==> src/rtl/sup_pkg.sv <==
package sup_pkg;
    localparam int REG_W   = 16;
    localparam int NUM_CMD = 6;
    localparam int NUM_CH  = 2;

    localparam int B_DONE    = 15;
    localparam int B_ERR_EN  = 14;
    localparam int B_CLR     = 13;
    localparam int B_DUAL    = 12;
    localparam int B_SEL_HI  = 11;
    localparam int B_SEL_LO  = 10;
    localparam int B_BUF_B   = 9;
    localparam int B_SCAN    = 8;
    localparam int B_XTRIG   = 2;
    localparam int B_XCLK    = 1;
    localparam int B_BINIT   = 0;

    localparam int CMD_BINIT = 0;

    typedef struct packed {
        logic       err_irq_en;
        logic       dual_en;
        logic [1:0] dma_sel;
        logic       buf_b;
        logic       ext_trig_en;
        logic       ext_clk_en;
    } ctrl_t;

    localparam ctrl_t CTRL_RST = '0;

    function automatic ctrl_t word_to_ctrl(input logic [REG_W-1:0] w);
        ctrl_t c;
        c.err_irq_en  = w[B_ERR_EN];
        c.dual_en     = w[B_DUAL];
        c.dma_sel     = w[B_SEL_HI:B_SEL_LO];
        c.buf_b       = w[B_BUF_B];
        c.ext_trig_en = w[B_XTRIG];
        c.ext_clk_en  = w[B_XCLK];
        return c;
    endfunction

    function automatic logic [NUM_CMD-1:0] word_to_cmd(input logic [REG_W-1:0] w);
        return {w[7], w[6], w[5], w[4], w[3], w[B_BINIT]};
    endfunction

    function automatic logic [REG_W-1:0] build_read(input ctrl_t c, input logic done,
                                                    input logic scan);
        logic [REG_W-1:0] r;
        r                   = '0;
        r[B_DONE]           = done;
        r[B_ERR_EN]         = c.err_irq_en;
        r[B_DUAL]           = c.dual_en;
        r[B_SEL_HI:B_SEL_LO]= c.dma_sel;
        r[B_BUF_B]          = c.buf_b;
        r[B_SCAN]           = scan;
        r[B_XTRIG]          = c.ext_trig_en;
        r[B_XCLK]           = c.ext_clk_en;
        return r;
    endfunction
endpackage

==> src/rtl/sup_ctrl_reg.sv <==
module sup_ctrl_reg
    import sup_pkg::*;
(
    input  logic  clk,
    input  logic  rst,
    input  logic  wr_en,
    input  ctrl_t wr_ctrl,
    input  logic  board_init,
    input  logic  toggle_b,
    output ctrl_t ctrl_q
);
    always_ff @(posedge clk) begin
        if (rst || board_init) begin
            ctrl_q <= CTRL_RST;
        end else if (wr_en) begin
            ctrl_q <= wr_ctrl;
        end else if (toggle_b) begin
            ctrl_q.buf_b <= ~ctrl_q.buf_b;
        end
    end
endmodule

==> src/rtl/sup_dma_track.sv <==
module sup_dma_track
    import sup_pkg::*;
#(
    parameter int CH = NUM_CH
) (
    input  logic          clk,
    input  logic          rst,
    input  logic [CH-1:0] dma_tc,
    input  logic          buf_b,
    input  logic          dual_en,
    input  logic          clr_req,
    input  logic          init_req,
    output logic          done_q,
    output logic          toggle_b
);
    logic active_tc;

    assign active_tc = dma_tc[buf_b];
    assign toggle_b  = dual_en & active_tc;

    always_ff @(posedge clk) begin
        if (rst || init_req) begin
            done_q <= 1'b0;
        end else if (active_tc) begin
            done_q <= 1'b1;
        end else if (clr_req) begin
            done_q <= 1'b0;
        end
    end
endmodule

==> src/rtl/sup_cmd_pulse.sv <==
module sup_cmd_pulse #(
    parameter int N = 6
) (
    input  logic         clk,
    input  logic         rst,
    input  logic         wr_en,
    input  logic [N-1:0] cmd_bits,
    output logic [N-1:0] pulse_q
);
    for (genvar i = 0; i < N; i++) begin : g_strobe
        always_ff @(posedge clk) begin
            if (rst) begin
                pulse_q[i] <= 1'b0;
            end else begin
                pulse_q[i] <= wr_en & cmd_bits[i];
            end
        end
    end
endmodule

==> src/rtl/dual_dma_supervisor.sv <==
module dual_dma_supervisor
    import sup_pkg::*;
(
    input  logic               clk,
    input  logic               rst,
    input  logic               wr_en,
    input  logic [REG_W-1:0]   wr_data,
    input  logic [NUM_CH-1:0]  dma_tc,
    input  logic               scan_done,
    input  logic               err_in,
    output logic [REG_W-1:0]   rd_data,
    output logic [NUM_CMD-1:0] cmd_pulse,
    output logic               active_chan,
    output logic [1:0]         dma_sel,
    output logic               ext_trig_en,
    output logic               ext_clk_en,
    output logic               irq
);
    ctrl_t ctrl_q;
    ctrl_t wr_ctrl;
    logic  board_init;
    logic  clr_req;
    logic  toggle_b;
    logic  done_q;
    logic  unused_ro_bits;

    assign wr_ctrl        = word_to_ctrl(wr_data);
    assign board_init     = wr_en & wr_data[B_BINIT];
    assign clr_req        = wr_en & wr_data[B_CLR];
    assign unused_ro_bits = &{1'b0, wr_data[B_DONE], wr_data[B_SCAN]};

    sup_ctrl_reg u_ctrl (
        .clk        (clk),
        .rst        (rst),
        .wr_en      (wr_en),
        .wr_ctrl    (wr_ctrl),
        .board_init (board_init),
        .toggle_b   (toggle_b),
        .ctrl_q     (ctrl_q)
    );

    sup_dma_track #(.CH(NUM_CH)) u_track (
        .clk      (clk),
        .rst      (rst),
        .dma_tc   (dma_tc),
        .buf_b    (ctrl_q.buf_b),
        .dual_en  (ctrl_q.dual_en),
        .clr_req  (clr_req),
        .init_req (board_init),
        .done_q   (done_q),
        .toggle_b (toggle_b)
    );

    sup_cmd_pulse #(.N(NUM_CMD)) u_cmd (
        .clk      (clk),
        .rst      (rst),
        .wr_en    (wr_en),
        .cmd_bits (word_to_cmd(wr_data)),
        .pulse_q  (cmd_pulse)
    );

    assign rd_data     = build_read(ctrl_q, done_q, scan_done);
    assign active_chan = ctrl_q.buf_b;
    assign dma_sel     = ctrl_q.dma_sel;
    assign ext_trig_en = ctrl_q.ext_trig_en;
    assign ext_clk_en  = ctrl_q.ext_clk_en;
    assign irq         = done_q | (err_in & ctrl_q.err_irq_en);
endmodule

==> config.mk <==
export PLATFORM = sky130hd
export DESIGN_NAME = dual_dma_supervisor
export DESIGN_NICKNAME = d
export VERILOG_FILES = /design/src/rtl/sup_pkg.sv /design/src/rtl/sup_ctrl_reg.sv /design/src/rtl/sup_dma_track.sv /design/src/rtl/sup_cmd_pulse.sv /design/src/rtl/dual_dma_supervisor.sv
export SDC_FILE = /design/constraint.sdc
export NUM_CORES = 1
export LEC_CHECK = 0
export ABC_AREA = 0
export CAP_MARGIN = 20
export CORE_AREA = 2 2 49 51
export CTS_CLUSTER_SIZE = 40
export DETAILED_ROUTE_END_ITERATION = 7
export DIE_AREA = 0 0 51 53
export PLACE_DENSITY = 0.85
export SETUP_SLACK_MARGIN = 0.02
export SLEW_MARGIN = 20
export SYNTH_ARGS = -nofsm -noshare
export SYNTH_HDL_FRONTEND = slang
export SYNTH_SLANG_ARGS = --single-unit
==> constraint.sdc <==
create_clock -name clk -period 1.55 [get_ports clk]
set_clock_uncertainty 0.2 [all_clocks]
set_input_delay 0.3875 -clock clk [delete_from_list [all_inputs] [get_ports clk]]
set_output_delay 0.3875 -clock clk [all_outputs]
set_load 0.01 [all_outputs]
-- After elaboration in Yosys (flattened, before gate mapping)
Cells that the tools add are included.
Widths: inputs -> output; s select.
- reductions and logical operators: 3
- mux-type cells: 6
- order comparisons: 1
- bitwise logic cells: 11
- operators by type and width (operator ; number):
    $and 1x1->1 ; 9
    $mux 1 ; 6
    $reduce_bool 2->1 ; 2
    $lt 1x2->1 const B ; 1
    $logic_or 1x1->1 ; 1
    $not 1->1 ; 1
    $or 1x1->1 ; 1
- input bits: 23
- logic and storage cells: 34
- register bits: 14

-- Longest topological paths before layout
- depth in word-level cells: 5
- depth in mapped cells: 3

-- Cells and area by module
A second synthesis with hierarchy kept.
- cell total of the unflattened synthesis: 61
- area total of the unflattened synthesis: 629.4 um^2
- by module, submodules not included (module ; area an instance (um^2) ; times used ; cells an instance):
    sup_ctrl_reg ; 272.8 ; 1 ; 26
    sup_cmd_pulse ; 172.7 ; 1 ; 12
    dual_dma_supervisor ; 128.9 ; 1 ; 18
    sup_dma_track ; 55.1 ; 1 ; 5

-- Least setup slack after synthesis
No wires, ideal clock.
- path kind: reg-to-reg
- from: reg, netlist name u_ctrl.ctrl_q[2]
- to: reg u_track.done_q
- arrival time: 859 ps
- setup time: 128 ps
- cell stages (with the launch flop): 4
- path buffers: 0
- data required time: 1222 ps
- setup slack: 363 ps
- cell sequence: dfxtp_1 > and2b_1 > a221oi_1 > a211oi_1
- word-level cells in the longest chain between the ends: 3
- elaborated cells on any way between the ends: 4
- classes of those cells: mux (3); reduce/logical (1)
- ends and longest elaborated chain (element ; RTL line ; text):
    $mux 1 (not written as such) (*) (2 in series) ; sup_dma_track.sv:18 ; assign active_tc = dma_tc[buf_b];
    $mux 1 or $reduce_bool 2->1 (tied branches) ; -- ;
    end signal, assigned ; sup_dma_track.sv:23 ; done_q <= 1'b0;
    end signal, assigned ; sup_dma_track.sv:25 ; done_q <= 1'b1;
    end signal, assigned ; sup_dma_track.sv:27 ; done_q <= 1'b0;
    end, declared ; sup_dma_track.sv:13 ; output logic done_q,
Mark *: on every way between the ends. The rest lies on a longest branch, timed or not. The select of a mux whose other input is x is not followed.
A chain may end at the register's enable or synchronous reset.

-- Worst setup path in the final report
- from: in err_in
- to: out irq
- word-level cells in the longest chain between the ends: 2
- ends and longest elaborated chain (element ; RTL line ; text):
    start, declared ; dual_dma_supervisor.sv:10 ; input logic err_in,
    $and 1x1->1 ; dual_dma_supervisor.sv:67 ; assign irq = done_q | (err_in & ctrl_q.err_irq_en);
    $or 1x1->1 ; dual_dma_supervisor.sv:67 ;
    end, declared ; dual_dma_supervisor.sv:17 ; output logic irq
Every way passes these cells.

==> flow_metrics.tcl <==
set metrics [dict create \
    status "complete, no violations" \
    dp_hpwl_um 1080 \
    synth_top_cell_by_area "dfxtp_1" \
    fill_cells 223 \
    min_period_ns 1.50 \
    clock_sinks 14 \
    critPathMaxFanout 1 \
    seq_area_frac_synth_pct 44.1 \
    finalCritPeriodShare_pct 96.9 \
    antenna_cells 0 \
    slowest_delay_ns 0.23 \
    crit_path_start "err_in" \
    ys_ff_latch 14 \
    p_total_mw 0.788 \
    drtIter0Drc 4 \
    r2r-start "u_ctrl.ctrl_q[2]" \
    die_y_um 53 \
    cp.required_ns 0.96 \
    cts_buffers 3 \
    drive_above_1_share_pct 15.7 \
    crit_type "in -> out" \
    power.density_nw_per_um2 780 \
    drc 0 \
    cts_max_level 1 \
    cp_cell_sequence "dlygate4sd2_1, a21o_1, buf_2" \
    grt_pass1_wl_um 2110 \
    core_um2 2150 \
    crit_slowest_cell "dlygate4sd2_1" \
    start_kind "input pin" \
    yosys-top-cells-area "dfxtp_1, buf_4, nand3b_1, and2_1, a21oi_1" \
    path_buf_inv 2 \
    fin_nets 126 \
    grt_max_degree 11 \
    ff2ff_setup_slack_ns 0.41 \
    yosysTopAreaCellShare_pct 44.1 \
    synth.distinct_cells 17 \
    row_count 17 \
    leakage_nw 0.448 \
    fmax_ghz 0.666 \
    stdcell_count 130 \
    die_x_um 51 \
    grt_usage_pct 10.5 \
    hold_class "reg -> reg" \
    dieArea_um2 2700 \
    io_buffers 39 \
    worst-path-stages 3 \
    rsz0062_at_grt "true" \
    maxCapViolations 0 \
    endpoint_kind "output port" \
    area_delta_synth_final_pct 59.1 \
    antenna_found_initial 0 \
    final-hold-violation-count 0 \
    grt_remaining_overflow 0 \
    grt_pass1_vias 527 \
    whs_path_depth 2 \
    synth_area_um2 636 \
    io_pins 51 \
    hold_buffers 0 \
    slew_viol_final 0 \
    ir_drop_mv 0.374 \
    place_inst 126 \
    initial_core_util_pct 29.6 \
    netlist_instances 66 \
    drtPass1Iterations 2 \
    ys_warn_count 0 \
    syn_area_per_cell_um2 9.63 \
    vias 551 \
    setup_ws_ns 0.0488 \
    path_clk_slew_ns 0.09 \
    timing.hold.ws_ns 0.281 \
    dp_slack_ns -0.509 \
    gp_congestion 0.647 \
    cts_tree "done" \
    crit_end "irq" \
    wl_um 1410 \
    via_per_inst 4.24 \
    r2r_end "u_track.done_q" \
    ant_nets 0 \
    worstPathArrival_ns 0.91 \
    ctsRootBufferMaster "clkbuf_4" \
    r2r_cells 3 \
    setup_violations 0 \
    clk_path_buf_depth 2 \
    routedWlPerCell_um 10.8 \
    path_delay_family "buffers and inverters" \
    insertion_delay_ns 0.27 \
]
[sequential cells by signal, indices dropped and copies added (netlist names)]
register,count
u_ctrl.ctrl_q,7
u_cmd.pulse_q,6
u_track.done_q,1
[routing by layer]
metal	wire, um	global-route usage [%]	vias up
li1	-	-	269
met1	577	11.4	251
met2	672	18.8	31
met3	159	4.24	0
met4	0	2.70	0
met5	0	0	-
[power breakdown]
group          total (mW)  switching (mW)  internal, mW  leakage, nW
Clock               0.259           0.117         0.143       0.0210
Combinational       0.145          0.0562        0.0883        0.310
Sequential          0.385         0.00876         0.376        0.117
Total               0.788           0.181         0.607        0.448
[layout by cell type (no fill, tap or decap), types with 3 or more instances in the layout]
master            n
clkdlybuf4s15_1   8
nand2b_1          5
and2_1            6
buf_4             4
clkbuf_4          3
conb_1            7
clkdlybuf4s50_1  18
dfxtp_1           9
dlygate4sd2_1    12
nand3b_1          7
dfxtp_2           5
a21oi_1           7
[repair_timing]
item	4_1_cts	5_1_grt
resized for setup	26	11
setup buffers	0	0
endpoints found under the setup margin	20	14
pin swaps	1	1
[cell usage after synthesis, drive strengths merged]
| cell type | number |
|---|---|
| a21oi | 8 |
| a221oi | 1 |
| nand2 | 1 |
| nand3b | 7 |
| and2b | 1 |
| or2b | 1 |
| a211oi | 1 |
| nand2b | 5 |
| conb | 1 |
| a311o | 1 |
| a21o | 1 |
| and2 | 6 |
| nor2b | 1 |
| buf | 17 |
| dfxtp | 14 |
[through the flow]
step                TNS (ns)  instance area, um2  util, %
global route               0                1010     47.1
finish                     0                1010     47.1
global placement       -1.32                 988     46.0
floorplan                  0                 658        -
CTS                        0                 997     46.4
detailed placement     -1.93                 988     46.0
[worst register-to-register path, cell delays in order, from the launching register on]
cell	delay, ns
dfxtp_2	0.37
and2b_1	0.18
a221oi_1	0.21
a211oi_1	0.07
[cell families after synthesis]
kind of cell	share of synthesized area, %
AOI/OAI and AO/OA	12.2
buffers and inverters	19.7
DFF	44.1
other	0.590
and+or+nand+nor	23.4
[cell type report]
cell class              count  area, um2  area share (%)
repair buffers             43        400            39.6
flip-flops and latches     14        287            28.3
multi-input cells          41        253            25.0
clock buffers               4       36.3            3.59
well taps                  28       35.0            3.47
[worst min path at each step]
stage,from,to
6_report,u_ctrl.ctrl_q[0],u_ctrl.ctrl_q[0]
5_1_grt,u_ctrl.ctrl_q[1],u_ctrl.ctrl_q[1]
4_1_cts,u_ctrl.ctrl_q[3],u_ctrl.ctrl_q[3]
3_5_place_dp,u_ctrl.ctrl_q[3],u_ctrl.ctrl_q[3]
3_3_place_gp,u_ctrl.ctrl_q[0],u_ctrl.ctrl_q[0]
2_1_floorplan,wr_data[0],u_track.done_q
Note: power is estimated with default switching activity, not from simulation.
